`config.mk`:
```
export PLATFORM = sky130hd
export DESIGN_NAME = rx_buffer_top
export DESIGN_NICKNAME = d
export VERILOG_FILES = /design/src/rtl/rxb_pkg.sv /design/src/rtl/rxb_fifo.sv /design/src/rtl/rxb_hold.sv /design/src/rtl/rxb_ctrl.sv /design/src/rtl/rx_buffer_top.sv
export SDC_FILE = /design/constraint.sdc
export NUM_CORES = 1
export LEC_CHECK = 0
export ABC_AREA = 1
export BUFFER_PORTS_ARGS = -buffer_cell sky130_fd_sc_hd__buf_2
export CAP_MARGIN = 15
export CELL_PAD_IN_SITES_DETAIL_PLACEMENT = 0
export CELL_PAD_IN_SITES_GLOBAL_PLACEMENT = 2
export CORE_MARGIN = 5
export CORE_UTILIZATION = 32
export CTS_CLUSTER_DIAMETER = 40
export DETAILED_ROUTE_END_ITERATION = 8
export PLACE_DENSITY = 0.85
export SLEW_MARGIN = 15
export SYNTH_ARGS = -nofsm -noshare
export SYNTH_HDL_FRONTEND = slang
export SYNTH_SLANG_ARGS = --single-unit
```
`constraint.sdc`:
```
create_clock -name clk_i -period 1.5 [get_ports clk_i]
set_input_delay 0.45 -clock clk_i [delete_from_list [all_inputs] [get_ports clk_i]]
set_output_delay 0.45 -clock clk_i [all_outputs]
set_load 0.02 [all_outputs]
```
`src/rtl/rxb_pkg.sv`:
```
package rxb_pkg;
  typedef struct packed {
    logic ferr;
    logic perr;
    logic ovr;
  } rxb_flags_t;
endpackage

```
`src/rtl/rxb_fifo.sv`:
```
module rxb_fifo
  import rxb_pkg::*;
#(
  parameter int DATA_W = 9,
  parameter int DEPTH  = 2,
  localparam int PTR_W = (DEPTH > 1) ? $clog2(DEPTH) : 1,
  localparam int CNT_W = $clog2(DEPTH + 1)
) (
  input  logic              clk_i,
  input  logic              rst_ni,
  input  logic              flush_i,
  input  logic              push_i,
  input  logic [DATA_W-1:0] push_data_i,
  input  rxb_flags_t        push_flags_i,
  input  logic              pop_i,
  output logic [DATA_W-1:0] head_data_o,
  output rxb_flags_t        head_flags_o,
  output logic              empty_o,
  output logic              full_o,
  output logic [CNT_W-1:0]  count_o
);
  localparam logic [PTR_W-1:0] LAST = PTR_W'(DEPTH - 1);
  localparam logic [CNT_W-1:0] CMAX = CNT_W'(DEPTH);

  logic [DATA_W-1:0] data_q  [DEPTH];
  rxb_flags_t        flags_q [DEPTH];
  logic [PTR_W-1:0]  wr_ptr_q, rd_ptr_q;
  logic [CNT_W-1:0]  cnt_q;
  logic              do_push, do_pop;

  assign empty_o = (cnt_q == '0);
  assign full_o  = (cnt_q == CMAX);
  assign count_o = cnt_q;
  assign do_push = push_i && !full_o;
  assign do_pop  = pop_i && !empty_o;

  function automatic logic [PTR_W-1:0] ptr_inc(input logic [PTR_W-1:0] p);
    return (p == LAST) ? '0 : p + 1'b1;
  endfunction

  always_ff @(posedge clk_i or negedge rst_ni) begin
    if (!rst_ni) begin
      wr_ptr_q <= '0;
      rd_ptr_q <= '0;
      cnt_q    <= '0;
    end else if (flush_i) begin
      wr_ptr_q <= '0;
      rd_ptr_q <= '0;
      cnt_q    <= '0;
    end else begin
      if (do_push) wr_ptr_q <= ptr_inc(wr_ptr_q);
      if (do_pop)  rd_ptr_q <= ptr_inc(rd_ptr_q);
      case ({do_push, do_pop})
        2'b10:   cnt_q <= cnt_q + 1'b1;
        2'b01:   cnt_q <= cnt_q - 1'b1;
        default: cnt_q <= cnt_q;
      endcase
    end
  end

  for (genvar g = 0; g < DEPTH; g++) begin : g_slot
    always_ff @(posedge clk_i or negedge rst_ni) begin
      if (!rst_ni) begin
        data_q[g]  <= '0;
        flags_q[g] <= '0;
      end else if (flush_i) begin
        data_q[g]  <= '0;
        flags_q[g] <= '0;
      end else if (do_push && wr_ptr_q == PTR_W'(g)) begin
        data_q[g]  <= push_data_i;
        flags_q[g] <= push_flags_i;
      end
    end
  end

  // empty FIFO presents all zeros
  assign head_data_o  = empty_o ? '0 : data_q[rd_ptr_q];
  assign head_flags_o = empty_o ? '0 : flags_q[rd_ptr_q];
endmodule

```
`src/rtl/rxb_hold.sv`:
```
module rxb_hold
  import rxb_pkg::*;
#(
  parameter int DATA_W = 9
) (
  input  logic              clk_i,
  input  logic              rst_ni,
  input  logic              flush_i,
  input  logic              load_i,
  input  logic [DATA_W-1:0] load_data_i,
  input  rxb_flags_t        load_flags_i,
  input  logic              drain_i,
  input  logic              drop_i,
  output logic              valid_o,
  output logic [DATA_W-1:0] data_o,
  output rxb_flags_t        flags_o
);
  logic              valid_q;
  logic [DATA_W-1:0] data_q;
  rxb_flags_t        flags_q;

  // load beats drain: a same-cycle move-out and refill keeps the stage busy
  always_ff @(posedge clk_i or negedge rst_ni) begin
    if (!rst_ni) begin
      valid_q <= 1'b0;
      data_q  <= '0;
      flags_q <= '0;
    end else if (flush_i) begin
      valid_q <= 1'b0;
      data_q  <= '0;
      flags_q <= '0;
    end else if (load_i) begin
      valid_q <= 1'b1;
      data_q  <= load_data_i;
      flags_q <= load_flags_i;
    end else if (drain_i || drop_i) begin
      valid_q <= 1'b0;
    end
  end

  assign valid_o = valid_q;
  assign data_o  = data_q;
  assign flags_o = flags_q;
endmodule

```
`src/rtl/rxb_ctrl.sv`:
```
module rxb_ctrl (
  input  logic clk_i,
  input  logic rst_ni,
  input  logic rx_en_i,
  input  logic start_det_i,
  input  logic frame_done_i,
  input  logic pop_req_i,
  input  logic fifo_full_i,
  input  logic fifo_empty_i,
  input  logic hold_valid_i,
  output logic flush_o,
  output logic push_o,
  output logic push_from_hold_o,
  output logic hold_load_o,
  output logic hold_drain_o,
  output logic hold_drop_o,
  output logic pop_o,
  output logic ovr_mark_o
);
  logic move, direct, overwrite, drop, loss;
  logic ovr_pend_q;

  assign flush_o   = !rx_en_i;
  assign move      = rx_en_i && hold_valid_i && !fifo_full_i;
  assign direct    = rx_en_i && frame_done_i && !hold_valid_i && !fifo_full_i;
  assign overwrite = rx_en_i && frame_done_i && hold_valid_i && fifo_full_i;
  assign drop      = rx_en_i && start_det_i && hold_valid_i && fifo_full_i && !frame_done_i;
  assign loss      = overwrite || drop;

  assign push_o           = move || direct;
  assign push_from_hold_o = move;
  assign hold_load_o      = rx_en_i && frame_done_i && !direct;
  assign hold_drain_o     = move;
  assign hold_drop_o      = drop;
  assign pop_o            = rx_en_i && pop_req_i && !fifo_empty_i;
  assign ovr_mark_o       = ovr_pend_q;

  // loss needs a full FIFO, push needs a free slot: never both
  always_ff @(posedge clk_i or negedge rst_ni) begin
    if (!rst_ni)       ovr_pend_q <= 1'b0;
    else if (!rx_en_i) ovr_pend_q <= 1'b0;
    else if (loss)     ovr_pend_q <= 1'b1;
    else if (push_o)   ovr_pend_q <= 1'b0;
  end
endmodule

```
`src/rtl/rx_buffer_top.sv`:
```
module rx_buffer_top
  import rxb_pkg::*;
#(
  parameter int DATA_W = 9,
  parameter int DEPTH  = 2,
  localparam int CNT_W = $clog2(DEPTH + 1)
) (
  input  logic              clk_i,
  input  logic              rst_ni,
  input  logic              rx_en_i,
  input  logic              start_det_i,
  input  logic              frame_done_i,
  input  logic [DATA_W-1:0] frame_data_i,
  input  logic              frame_ferr_i,
  input  logic              frame_perr_i,
  input  logic              rd_pop_i,
  output logic              rx_avail_o,
  output logic [DATA_W-2:0] rd_data_o,
  output logic              rd_bit8_o,
  output logic              rd_ferr_o,
  output logic              rd_perr_o,
  output logic              rd_ovr_o
);
  logic              flush, push, push_from_hold, hold_load, hold_drain, hold_drop;
  logic              pop, ovr_mark;
  logic              fifo_full, fifo_empty, hold_valid;
  logic [CNT_W-1:0]  fifo_cnt;
  logic [DATA_W-1:0] hold_data, push_data, head_data;
  rxb_flags_t        hold_flags, in_flags, push_flags, head_flags;

  assign in_flags = '{ferr: frame_ferr_i, perr: frame_perr_i, ovr: 1'b0};

  rxb_ctrl u_ctrl (
    .clk_i            (clk_i),
    .rst_ni           (rst_ni),
    .rx_en_i          (rx_en_i),
    .start_det_i      (start_det_i),
    .frame_done_i     (frame_done_i),
    .pop_req_i        (rd_pop_i),
    .fifo_full_i      (fifo_full),
    .fifo_empty_i     (fifo_empty),
    .hold_valid_i     (hold_valid),
    .flush_o          (flush),
    .push_o           (push),
    .push_from_hold_o (push_from_hold),
    .hold_load_o      (hold_load),
    .hold_drain_o     (hold_drain),
    .hold_drop_o      (hold_drop),
    .pop_o            (pop),
    .ovr_mark_o       (ovr_mark)
  );

  rxb_hold #(.DATA_W(DATA_W)) u_hold (
    .clk_i        (clk_i),
    .rst_ni       (rst_ni),
    .flush_i      (flush),
    .load_i       (hold_load),
    .load_data_i  (frame_data_i),
    .load_flags_i (in_flags),
    .drain_i      (hold_drain),
    .drop_i       (hold_drop),
    .valid_o      (hold_valid),
    .data_o       (hold_data),
    .flags_o      (hold_flags)
  );

  always_comb begin
    push_data  = push_from_hold ? hold_data : frame_data_i;
    push_flags = push_from_hold ? hold_flags : in_flags;
    push_flags.ovr = ovr_mark;
  end

  rxb_fifo #(.DATA_W(DATA_W), .DEPTH(DEPTH)) u_fifo (
    .clk_i        (clk_i),
    .rst_ni       (rst_ni),
    .flush_i      (flush),
    .push_i       (push),
    .push_data_i  (push_data),
    .push_flags_i (push_flags),
    .pop_i        (pop),
    .head_data_o  (head_data),
    .head_flags_o (head_flags),
    .empty_o      (fifo_empty),
    .full_o       (fifo_full),
    .count_o      (fifo_cnt)
  );

  assign rx_avail_o = !fifo_empty;
  assign rd_data_o  = head_data[DATA_W-2:0];
  assign rd_bit8_o  = head_data[DATA_W-1];
  assign rd_ferr_o  = head_flags.ferr;
  assign rd_perr_o  = head_flags.perr;
  assign rd_ovr_o   = head_flags.ovr;
endmodule

```
==> results_dict.tcl <==
set metrics [dict create \
    fill_cells 599 \
    dp_hpwl_um 3450 \
    reg2reg_from "u_fifo.count_o[0]" \
    worst_slew_margin_rel 0.682 \
    cts_sinks 41 \
    dpl_worst_slack_ps -17.3 \
    antenna_found_initial 0 \
    outcome "complete, but fails checks" \
    synthCells 260 \
    drive_gt1_frac 0.365 \
    die_x_um 89.4 \
    synth_flop_cell "dfrtp_1" \
    path_class "reg -> out" \
    avgSynthCellArea_um2 7.76 \
    reg2reg_to "u_fifo.data_q[8]" \
    postRouteAntennaNets 0 \
    utilization 0.494 \
    hold_violations 0 \
    slowest_delay_ps 390 \
    num_rows 29 \
    grt_overflow_total 0 \
    dp_cells 374 \
    synth_area_leaders "dfrtp_1, nand2_1, o21ai_0" \
    path_buf_inv 3 \
    synth_common_cells "nand2_1, inv_1, dfrtp_1" \
    post-route-min-period_ps 1760 \
    hold_ws_ps 102 \
    final_cell_count_no_fill 400 \
    path_cells "inv_2 -> nand2_4 -> clkbuf_16 -> o21ai_2 -> a21oi_1 -> buf_4" \
    synth_area_um2 2020 \
    drt_iter0_markers 82 \
    synth_edf_count 0 \
    clk_path_buf_depth 2 \
    finalWorstSetupSlack_ps -265 \
    grt_usage 0.148 \
    synth-seq-cells 41 \
    vias_per_cell 4.67 \
    power.density_nw_per_um2 1480 \
    start_util 0.323 \
    yosysTopAreaCell "dfrtp_1" \
    htreeDepth 2 \
    core_um2 6240 \
    vias 1868 \
    fmax_ghz 0.567 \
    clk_pin_slew_ps 80 \
    drv_slew 0 \
    crit_required_ps 1050 \
    critical_path_arrival_ps 1310 \
    power.leakage_uw 0.00150 \
    yosysWarnings 0 \
    clock_latency_ps 300 \
    power.total_uw 4550 \
    firstDrtPassIters 4 \
    wire_per_inst_um 14.4 \
    num_antenna_cells 0 \
    worst_pin_slew_ps 477 \
    synth.top_cell.area_share 0.509 \
    setup_violations 13 \
    min_path_type "in -> async" \
    r2r_cells 10 \
    synthArstFlopShare 1.00 \
    synth_nets 277 \
    grt_pass1_wl_um 8940 \
    rsz0062_at_grt "yes" \
    grt_pass1_vias 1755 \
    routed_wl_um 5740 \
    register_area_um2 1030 \
    grt_start_max_net_pins 26 \
    die_h_um 89.4 \
    cp-end-kind "output pin" \
    maxCapViolCount 0 \
    fin_nets 339 \
    synth.most_common_cell "nand2_1" \
    multiInputGateArea_um2 942 \
    r2r_slack_ps 20 \
    cts_made_buffers 5 \
    die-area_um2 7990 \
    globalplace.congestion 0.768 \
    area_growth_pct 53.0 \
    vdd_ir_drop_max_uv 848 \
    cpLargestDelayFamily "flip-flops" \
    ys_types 18 \
    violations "negative setup slack" \
    io_pins 30 \
    cts_tree "done" \
    post-route-drc-count 0 \
    start_kind "flop" \
    fin_skew_ps 6.00 \
    cts_root_buf "clkbuf_8" \
    seq_area_frac_synth 0.509 \
    worstPathMaxFanout 6 \
    period_share 1.18 \
    cp_slowest_cell "dfrtp_1" \
    port-buffer-count 29 \
]
power breakdown:
| group | internal (uW) | switching (uW) | leakage (uW) |
|---|---|---|---|
| Clock | 671 | 427 | 0.0000687 |
| Combinational | 1020 | 1070 | 0.000889 |
| Sequential | 1250 | 104 | 0.000538 |
registers in the layout, summed over array words and instances, names as in the netlist:
register,cells
u_hold.data_o,9
u_hold.flags_o,2
u_fifo.flags_q,6
u_ctrl.ovr_mark_o,1
u_hold.valid_o,1
u_fifo.count_o,2
u_fifo.wr_ptr_q,1
u_fifo.data_q,18
u_fifo.rd_ptr_q,1
metrics by stage:
step	setup TNS, ps	cell area [um2]
detailed placement	-26.4	2480
finish	-3180	3090
CTS	-2750	2840
global route	-4460	3090
global placement	-26.4	2480
floorplan	-60.2	2060
timing repair:
item / 4_1_cts / 5_1_grt
pin swaps: 3 / 9
endpoints found under the setup margin: 20 / 51
buffers inserted: 9 / 6
resized for setup: 40 / 41
hold buffers: 0 / 0
cloned: 2 / 3
cell families (layout without fill, tap and decap cells):
group,count (synthesis),count (layout),share of synthesized area
AO/OA/AOI/OAI,71,71,0.184
flip-flops,41,41,0.509
AND/OR/NAND/NOR,90,90,0.190
multiplexers,1,1,0.00558
buffers and inverters,57,120,0.112
worst register-to-register path, delay by kind of cell (launching register included):
| family | cells | cell delay (ps) |
|---|---|---|
| buffers and inverters | 5 | 560 |
| DFF | 1 | 390 |
| AOI/OAI and AO/OA | 3 | 330 |
| and+or+nand+nor | 2 | 130 |
per-layer routing:
layer	vias up	share of wire	global-route usage
met5	-	0	0
met4	0	0.020	0.0514
met3	9	0.044	0.0295
met2	38	0.48	0.223
met1	866	0.45	0.211
li1	955	-	-
layout by cell type (no fill, tap or decap), types with 2 or more instances in the layout:
cell type	n
a21oi_1	4
a21oi_2	9
buf_12	10
buf_2	16
buf_4	29
buf_6	7
bufinv_16	2
clkbuf_16	3
clkbuf_8	5
dfrtp_1	40
inv_1	41
inv_2	3
nand2_1	50
nand2_2	4
nand2_4	4
nand3_1	27
nor2_1	2
o21ai_0	13
o21ai_1	28
o21ai_2	12
o21ai_4	4
how the worst max path moves through the flow:
| stage | slack [ps] | depth (start not counted) | start | to |
|---|---|---|---|---|
| floorplan | -30 | 2 | u_fifo.rd_ptr_q | rd_bit8_o |
| global placement | -10 | 9 | rx_en_i | u_fifo.data_q[1] |
| detailed placement | -20 | 9 | rx_en_i | u_fifo.data_q[1] |
| CTS | -230 | 4 | u_fifo.rd_ptr_q | rd_data_o[2] |
| global route | -310 | 6 | u_fifo.count_o[0] | rd_perr_o |
| finish | -260 | 6 | u_fifo.count_o[0] | rd_perr_o |
cell type report:
type,count,share of cell area
clock buffer,5,0.0223
clock inverter,3,0.0223
inverter,45,0.0551
multi-input combinational,162,0.305
sequential,41,0.333
tap,77,0.0312
timing repair buffer,67,0.231
No activity file was read; power rests on OpenSTA's default activity.
